## config.mk

```make
export PLATFORM = sky130hd
export DESIGN_NAME = sysctl_irq_timer
export DESIGN_NICKNAME = d
export VERILOG_FILES = /design/src/rtl/sct_pkg.sv /design/src/rtl/sct_prescaler.sv /design/src/rtl/sct_interval_timer.sv /design/src/rtl/sct_reg_file.sv /design/src/rtl/sysctl_irq_timer.sv
export SDC_FILE = /design/constraint.sdc
export NUM_CORES = 1
export LEC_CHECK = 0
export ABC_AREA = 1
export BUFFER_PORTS_ARGS = -buffer_cell sky130_fd_sc_hd__buf_2
export CAP_MARGIN = 15
export CORE_UTILIZATION = 35
export DETAILED_ROUTE_END_ITERATION = 10
export PLACE_DENSITY_LB_ADDON = 0.12
export SLEW_MARGIN = 20
export SYNTH_ARGS = -nofsm -noshare
export SYNTH_HDL_FRONTEND = slang
export SYNTH_SLANG_ARGS = --single-unit
```

## constraint.sdc

```tcl
create_clock -name clk -period 1.99 [get_ports clk]
set_input_delay 0.2985 -clock clk [delete_from_list [all_inputs] [get_ports clk]]
set_output_delay 0.2985 -clock clk [all_outputs]
set_load 0.05 [all_outputs]
```

## src/rtl/sct_pkg.sv

```systemverilog
// Package: shared constants for the system-controller timer block.
// Holds the word indices of the register window and the fixed
// local-bus status code. Assumes a 32-bit word-addressed register bus.
package sct_pkg;
    localparam int unsigned SCT_DATA_W   = 32;
    localparam int unsigned SCT_WIN_BYTES = 4096;

    // Word indices (byte offset / 4); software depends on these.
    localparam int unsigned W_CONFIG  = 0;
    localparam int unsigned W_ST_LB   = 1;
    localparam int unsigned W_ST_PCI  = 2;
    localparam int unsigned W_ST_TMR  = 3;
    localparam int unsigned W_ST_IPI  = 4;
    localparam int unsigned W_CPU_ID  = 5;
    localparam int unsigned W_MASK    = 6;
    localparam int unsigned W_TMR_VAL = 7;

    // Encoded level returned for a pending local-bus interrupt.
    localparam logic [SCT_DATA_W-1:0] LB_LEVEL_CODE = 32'((8 + 1) << 2);

    typedef enum logic [3:0] {
        SEL_NONE, SEL_CONFIG, SEL_ST_LB, SEL_ST_PCI, SEL_ST_TMR,
        SEL_ST_IPI, SEL_CPU_ID, SEL_MASK, SEL_TMR_VAL
    } reg_sel_e;
endpackage

```

## src/rtl/sct_prescaler.sv

```systemverilog
// Module: sct_prescaler
// Emits a one-cycle tick every 2^TICK_SHIFT clock cycles. The counter
// is free running from reset. TICK_SHIFT of 0 gives a tick every cycle.
module sct_prescaler #(
    parameter int unsigned TICK_SHIFT = 14
) (
    input  logic clk,
    input  logic rst_n,
    output logic tick
);
    generate
        if (TICK_SHIFT == 0) begin : g_every_cycle
            assign tick = rst_n;
        end else begin : g_divider
            logic [TICK_SHIFT-1:0] div_q;

            // Free-running divider counter.
            always_ff @(posedge clk) begin
                if (!rst_n) div_q <= '0;
                else        div_q <= div_q + 1'b1;
            end

            assign tick = &div_q;

            // A tick never lasts two cycles.
            assert_tick_single_R2: assert property (@(posedge clk) disable iff (!rst_n)
                tick |=> !tick);
        end
    endgenerate
endmodule

```

## src/rtl/sct_interval_timer.sv

```systemverilog
// Module: sct_interval_timer
// Holds the reload register and the live down-counter, plus the latched
// timer interrupt. Assumes load and ack are single-cycle strobes from the
// register decoder. Priority is load, then ack, then tick.
module sct_interval_timer #(
    parameter int unsigned DATA_W = 32
) (
    input  logic              clk,
    input  logic              rst_n,
    input  logic              tick,
    input  logic              gate_en,
    input  logic              load_we,
    input  logic [DATA_W-1:0] load_val,
    input  logic              ack,
    output logic [DATA_W-1:0] reload_q,
    output logic              irq_q
);
    logic [DATA_W-1:0] count_q;
    logic              dec_en;
    logic              hits_zero;

    // Decide whether this cycle performs a countdown step.
    always_comb begin
        dec_en    = tick && gate_en && !load_we && !ack
                    && ($signed(reload_q) > 0) && ($signed(count_q) > 0);
        hits_zero = dec_en && (count_q == DATA_W'(1));
    end

    // Reload register: written only by the bus.
    always_ff @(posedge clk) begin
        if (!rst_n)       reload_q <= '0;
        else if (load_we) reload_q <= load_val;
    end

    // Live counter: load, reload on ack, or one step per tick.
    always_ff @(posedge clk) begin
        if (!rst_n)       count_q <= '0;
        else if (load_we) count_q <= load_val;
        else if (ack)     count_q <= reload_q;
        else if (dec_en)  count_q <= count_q - 1'b1;
    end

    // Interrupt latch: set on expiry, cleared only by acknowledge.
    always_ff @(posedge clk) begin
        if (!rst_n)         irq_q <= 1'b0;
        else if (ack)       irq_q <= 1'b0;
        else if (hits_zero) irq_q <= 1'b1;
    end

    assert_irq_hold_R5: assert property (@(posedge clk) disable iff (!rst_n)
        irq_q && !ack |=> irq_q);
    assert_ack_clears_R5: assert property (@(posedge clk) disable iff (!rst_n)
        ack |=> !irq_q);
    assert_gate_freeze_R3: assert property (@(posedge clk) disable iff (!rst_n)
        !gate_en && !load_we && !ack |=> $stable(count_q));
    assert_load_both_R4: assert property (@(posedge clk) disable iff (!rst_n)
        load_we |=> (count_q == reload_q));
endmodule

```

## src/rtl/sct_reg_file.sv

```systemverilog
// Module: sct_reg_file
// Decodes the register window and holds the mask, the inter-processor
// pending flag and the local-bus flag. Produces timer load and ack strobes
// and registered read data. Assumes rd and wr target different registers
// when both are active.
module sct_reg_file
    import sct_pkg::*;
#(
    parameter int unsigned ADDR_W = 12,
    parameter int unsigned DATA_W = 32
) (
    input  logic              clk,
    input  logic              rst_n,
    input  logic [ADDR_W-1:0] bus_addr,
    input  logic              bus_wr_en,
    input  logic [DATA_W-1:0] bus_wdata,
    input  logic              bus_rd_en,
    output logic [DATA_W-1:0] bus_rdata,
    input  logic [DATA_W-1:0] cpu_id,
    input  logic              lb_irq_in,
    input  logic              ipi_req,
    input  logic [DATA_W-1:0] tmr_reload,
    output logic              tmr_load_we,
    output logic              tmr_ack,
    output logic              gate_en,
    output logic              irq_lb,
    output logic              irq_ipi
);
    localparam int unsigned IDX_W = ADDR_W - 2;

    logic [IDX_W-1:0]  word_idx;
    reg_sel_e          sel;
    logic [DATA_W-1:0] mask_q;
    logic [DATA_W-1:0] rd_mux;
    logic              ipi_ack;

    assign word_idx = bus_addr[ADDR_W-1:2];

    // Map the word index to a register selector.
    always_comb begin
        unique case (word_idx)
            IDX_W'(W_CONFIG):  sel = SEL_CONFIG;
            IDX_W'(W_ST_LB):   sel = SEL_ST_LB;
            IDX_W'(W_ST_PCI):  sel = SEL_ST_PCI;
            IDX_W'(W_ST_TMR):  sel = SEL_ST_TMR;
            IDX_W'(W_ST_IPI):  sel = SEL_ST_IPI;
            IDX_W'(W_CPU_ID):  sel = SEL_CPU_ID;
            IDX_W'(W_MASK):    sel = SEL_MASK;
            IDX_W'(W_TMR_VAL): sel = SEL_TMR_VAL;
            default:           sel = SEL_NONE;
        endcase
    end

    // Side-effect strobes for the timer and inter-processor flag.
    always_comb begin
        tmr_load_we = bus_wr_en && (sel == SEL_TMR_VAL);
        tmr_ack     = bus_rd_en && (sel == SEL_ST_TMR);
        ipi_ack     = bus_rd_en && (sel == SEL_ST_IPI);
        gate_en     = (mask_q != '0);
    end

    // Mask register: the only plain read/write storage.
    always_ff @(posedge clk) begin
        if (!rst_n)                             mask_q <= '0;
        else if (bus_wr_en && sel == SEL_MASK)  mask_q <= bus_wdata;
    end

    // Inter-processor pending flag: a request wins over a same-cycle ack.
    always_ff @(posedge clk) begin
        if (!rst_n)       irq_ipi <= 1'b0;
        else if (ipi_req) irq_ipi <= 1'b1;
        else if (ipi_ack) irq_ipi <= 1'b0;
    end

    // Local-bus interrupt output: registered copy of the pending input.
    always_ff @(posedge clk) begin
        if (!rst_n) irq_lb <= 1'b0;
        else        irq_lb <= lb_irq_in;
    end

    // Read multiplexer over all selectors.
    always_comb begin
        unique case (sel)
            SEL_ST_LB:   rd_mux = lb_irq_in ? LB_LEVEL_CODE : '0;
            SEL_CPU_ID:  rd_mux = cpu_id;
            SEL_MASK:    rd_mux = mask_q;
            SEL_TMR_VAL: rd_mux = tmr_reload;
            default:     rd_mux = '0;
        endcase
    end

    // Registered read data, zero in cycles that follow no read.
    always_ff @(posedge clk) begin
        if (!rst_n)         bus_rdata <= '0;
        else if (bus_rd_en) bus_rdata <= rd_mux;
        else                bus_rdata <= '0;
    end

    assert_rdata_idle_R9: assert property (@(posedge clk) disable iff (!rst_n)
        !bus_rd_en |=> (bus_rdata == '0));
    assert_ipi_clear_R7: assert property (@(posedge clk) disable iff (!rst_n)
        ipi_ack && !ipi_req |=> !irq_ipi);
    assert_ipi_set_R7: assert property (@(posedge clk) disable iff (!rst_n)
        ipi_req |=> irq_ipi);
endmodule

```

## src/rtl/sysctl_irq_timer.sv

```systemverilog
// Module: sysctl_irq_timer
// Top of the system-controller interval timer and interrupt status block.
// Wires the prescaler, the interval timer and the register file together.
// Assumes a single clock domain and synchronous active-low reset.
module sysctl_irq_timer #(
    parameter int unsigned ADDR_W     = 12,
    parameter int unsigned DATA_W     = 32,
    parameter int unsigned TICK_SHIFT = 14
) (
    input  logic              clk,
    input  logic              rst_n,
    input  logic [ADDR_W-1:0] bus_addr,
    input  logic              bus_wr_en,
    input  logic [DATA_W-1:0] bus_wdata,
    input  logic              bus_rd_en,
    output logic [DATA_W-1:0] bus_rdata,
    input  logic [DATA_W-1:0] cpu_id,
    input  logic              lb_irq_in,
    input  logic              ipi_req,
    output logic              irq_timer,
    output logic              irq_lb,
    output logic              irq_ipi
);
    logic              tick;
    logic              gate_en;
    logic              tmr_load_we;
    logic              tmr_ack;
    logic [DATA_W-1:0] tmr_reload;

    sct_prescaler #(.TICK_SHIFT(TICK_SHIFT)) u_prescaler (
        .clk  (clk),
        .rst_n(rst_n),
        .tick (tick)
    );

    sct_interval_timer #(.DATA_W(DATA_W)) u_timer (
        .clk     (clk),
        .rst_n   (rst_n),
        .tick    (tick),
        .gate_en (gate_en),
        .load_we (tmr_load_we),
        .load_val(bus_wdata),
        .ack     (tmr_ack),
        .reload_q(tmr_reload),
        .irq_q   (irq_timer)
    );

    sct_reg_file #(.ADDR_W(ADDR_W), .DATA_W(DATA_W)) u_regs (
        .clk        (clk),
        .rst_n      (rst_n),
        .bus_addr   (bus_addr),
        .bus_wr_en  (bus_wr_en),
        .bus_wdata  (bus_wdata),
        .bus_rd_en  (bus_rd_en),
        .bus_rdata  (bus_rdata),
        .cpu_id     (cpu_id),
        .lb_irq_in  (lb_irq_in),
        .ipi_req    (ipi_req),
        .tmr_reload (tmr_reload),
        .tmr_load_we(tmr_load_we),
        .tmr_ack    (tmr_ack),
        .gate_en    (gate_en),
        .irq_lb     (irq_lb),
        .irq_ipi    (irq_ipi)
    );

    assert_outputs_reset_R1: assert property (@(posedge clk)
        !rst_n |=> (!irq_timer && !irq_lb && !irq_ipi && bus_rdata == '0));
endmodule

```

==> flow_metrics.env <==
export IMPL_hp_class="input pin to register"
export IMPL_path_max_fanout=14
export IMPL_ctsHtreeMaxLevel=4
export IMPL_yosys_area_share_simple_pct=38.8
export IMPL_hpwl_um=19500
export IMPL_drive_gt1_share_pct=20.3
export IMPL_rrSetupSlack_ns=0.11
export IMPL_cp_cell_sequence="nor2_2 -> nand2_1 -> nor2_2 -> nand4_1 -> nor3_4 -> o21ai_4 -> buf_12 -> clkbuf_16 -> o21bai_1 -> nor2_1"
export IMPL_fin_util_pct=45.5
export IMPL_nNetsFinal=1414
export IMPL_r2r_start="u_timer.count_q[9]"
export IMPL_routed_via_density=4.92
export IMPL_synthCells=1172
export IMPL_start_util_pct=35.9
export IMPL_stdcell_area_mm2=0.00959
export IMPL_routed_wl_um=25500
export IMPL_outcome="completed"
export IMPL_fin_skew_ns=0.0112
export IMPL_yosysWarnings=0
export IMPL_cp_common_cell="nor2_2"
export IMPL_peakVddDrop_mv=0.577
export IMPL_place_congestion=0.897
export IMPL_powerDensity_mw_per_mm2=670
export IMPL_fill_cells=2284
export IMPL_holdBufCountCts=0
export IMPL_setup_viol=0
export IMPL_worstPathRequired_ns=2.32
export IMPL_slew_headroom_pct=72.1
export IMPL_rsz0062_at_grt="no"
export IMPL_die_w_um=149
export IMPL_antenna_left=0
export IMPL_crit_slowest_cell="dfxtp_1"
export IMPL_arrival_ns=2.21
export IMPL_muxShareOfSynthArea_pct=0
export IMPL_vias=7941
export IMPL_max_freq_ghz=0.531
export IMPL_drt_iter0_drc=591
export IMPL_max_stage_delay_ns=0.35
export IMPL_cts_tree="built"
export IMPL_crit_start="u_timer.count_q[9]"
export IMPL_synth_compound_area_share_pct=12.6
export IMPL_ctsLongestPathBuffers=2
export IMPL_worstMarginPinSlew_ns=0.417
export IMPL_n_antenna_cell=0
export IMPL_grt_pass1_wl_um=39200
export IMPL_final_cell_mix="nand2_1 (318), nor2_1 (207), dfxtp_1 (144), buf_2 (115), inv_1 (84)"
export IMPL_core_region_area_mm2=0.0211
export IMPL_drtPass1Iterations=5
export IMPL_syn_cell_area_mm2=0.00756
export IMPL_fin_crit_ns=1.88
export IMPL_critPathLaunchType="register"
export IMPL_grt_usage_pct=23.1
export IMPL_path_class="register to register"
export IMPL_hold_violations=0
export IMPL_io_pins=117
export IMPL_antenna_found_initial=0
export IMPL_cap_violations=0
export IMPL_clk_latency_ns=0.43
export IMPL_grt_pass1_vias=7208
export IMPL_period_share_pct=94.7
export IMPL_leakagePower_nw=4.48
export IMPL_ys_seq_area_share_pct=38.4
export IMPL_r2r_cells=10
export IMPL_synthAdderAreaFrac_pct=0.993
export IMPL_syn_num_nets=1260
export IMPL_grt_max_degree=55
export IMPL_final_common_cell="nand2_1"
export IMPL_crit_family="simple AND/OR/NAND/NOR gates"
export IMPL_avgSynthCellArea_um2=6.45
export IMPL_critPathCaptureType="register"
export IMPL_die_h_um=149
export IMPL_area_growth_pct=26.8
export IMPL_slew_violations=0
export IMPL_clk_pin_slew_ns=0.07
export IMPL_cp_num_buf_inv=2
export IMPL_synthXorXnorAreaFrac_pct=1.16
export IMPL_reg2reg_to="u_timer.count_q[6]"
export IMPL_synth_top_family_by_area="simple AND/OR/NAND/NOR gates"
export IMPL_clockRootBuffer="clkbuf_16"
export IMPL_ys_types=38
export IMPL_dieArea_mm2=0.0222
export IMPL_gr_total_overflow=0
export IMPL_wl_per_cell_um=15.8
export IMPL_cp_depth=10
export IMPL_crit_end="u_timer.count_q[6]"
export IMPL_numCtsBuffers=17
export IMPL_ys_ff_latch=145
export IMPL_place_port_buffers=114
export IMPL_clock_sinks=145
export IMPL_place_area_mm2=0.00886
export IMPL_drc=0
export IMPL_finalHoldWorstSlack_ns=0.0773
export IMPL_rows=53
## per-layer routing
metal	vias to the layer above	track usage (%)	wire length, um	part of all wire [%]
li1	4092	-	-	-
met1	3577	33.5	12700	50
met2	237	34.6	10800	42
met5	-	0	0	0
met4	0	8.57	619	2.4
met3	35	3.12	1400	5.5
## power by group
part / internal [mW] / total [mW] / switching [mW]
Combinational: 0.149 / 0.378 / 0.228
Sequential: 2.91 / 2.92 / 0.00598
Clock: 1.67 / 3.13 / 1.46
Total: 4.73 / 6.42 / 1.70
## flip-flops by register name (all words and copies together), names as in the netlist
name	flops
u_regs.bus_rdata	32
u_regs.mask_q	32
u_timer.count_q	32
u_timer.reload_q	32
u_prescaler.g_divider.div_q	14
u_regs.irq_ipi	1
u_regs.irq_lb	1
u_timer.irq_q	1
## final cells by class
type | count | area (um^2) | area share [%]
clock inverter | 14 | 136 | 1.42
clock buffer | 18 | 429 | 4.47
timing repair buffer | 186 | 1270 | 13.2
sequential | 145 | 2900 | 30.3
inverter | 96 | 365 | 3.81
multi-input combinational | 880 | 4150 | 43.2
tap | 275 | 344 | 3.59
## worst min path at each step
| stage | to | from | cells past startpoint |
|---|---|---|---|
| 2_1_floorplan | u_regs.irq_lb | lb_irq_in | 2 |
| 3_3_place_gp | u_timer.irq_q | u_timer.irq_q | 2 |
| 3_5_place_dp | u_timer.irq_q | u_timer.irq_q | 2 |
| 4_1_cts | u_regs.irq_lb | lb_irq_in | 3 |
| 5_1_grt | u_regs.irq_lb | lb_irq_in | 3 |
| 6_report | u_regs.irq_lb | lb_irq_in | 3 |
## worst reg2reg max path, delay by kind of cell, from the launching register on
| kind | cells | cell delay, ns |
|---|---|---|
| buffers and inverters | 2 | 0.33 |
| and+or+nand+nor | 6 | 0.89 |
| AOI/OAI and AO/OA | 2 | 0.21 |
| DFF | 1 | 0.35 |
## logic make-up (layout without fill, tap and decap cells)
group,count (synthesis),after routing
adder cells (fa/ha/maj),6,6
XOR/XNOR,10,10
buffers and inverters,147,314
flip-flops,145,145
AND/OR/NAND/NOR,694,694
AO/OA/AOI/OAI,170,170
## what timing repair did
action	CTS	global route
resized for setup	2	31
buffers inserted	0	2
setup endpoints to repair	2	33
pin swaps	0	4
cloned	0	2
## per-stage QoR
stage               power [mW]  TNS (ns)  instances  setup slack (ns)
finish                    6.42         0       1614             0.105
global route              6.65         0       1614           0.00544
CTS                       6.48         0       1610            0.0162
detailed placement        3.35     -2.63       1578           -0.0968
global placement          3.35     -1.74       1578           -0.0756
floorplan                 3.16         0       1172             0.131
## Yosys cell counts (all sizes together)
cell type	number	area, um^2
a21oi	64	320
clkbuf	27	101
nor3b	1	7.51
and3	1	6.26
nor2	229	901
xor2	5	43.8
o21ai	62	329
nand3	76	428
a21boi	1	7.51
dfxtp	145	2900
nor3	36	185
ha	6	75.1
buf	24	150
xnor2	5	43.8
o21bai	18	135
nand4	22	138
o21a	3	22.5
nand2	322	1220
nand3b	4	30.0
clkinv	1	3.75
inv	95	357
a31oi	21	131
or2	3	18.8
o211ai	1	7.51
Power figures use the tool's default switching activity.
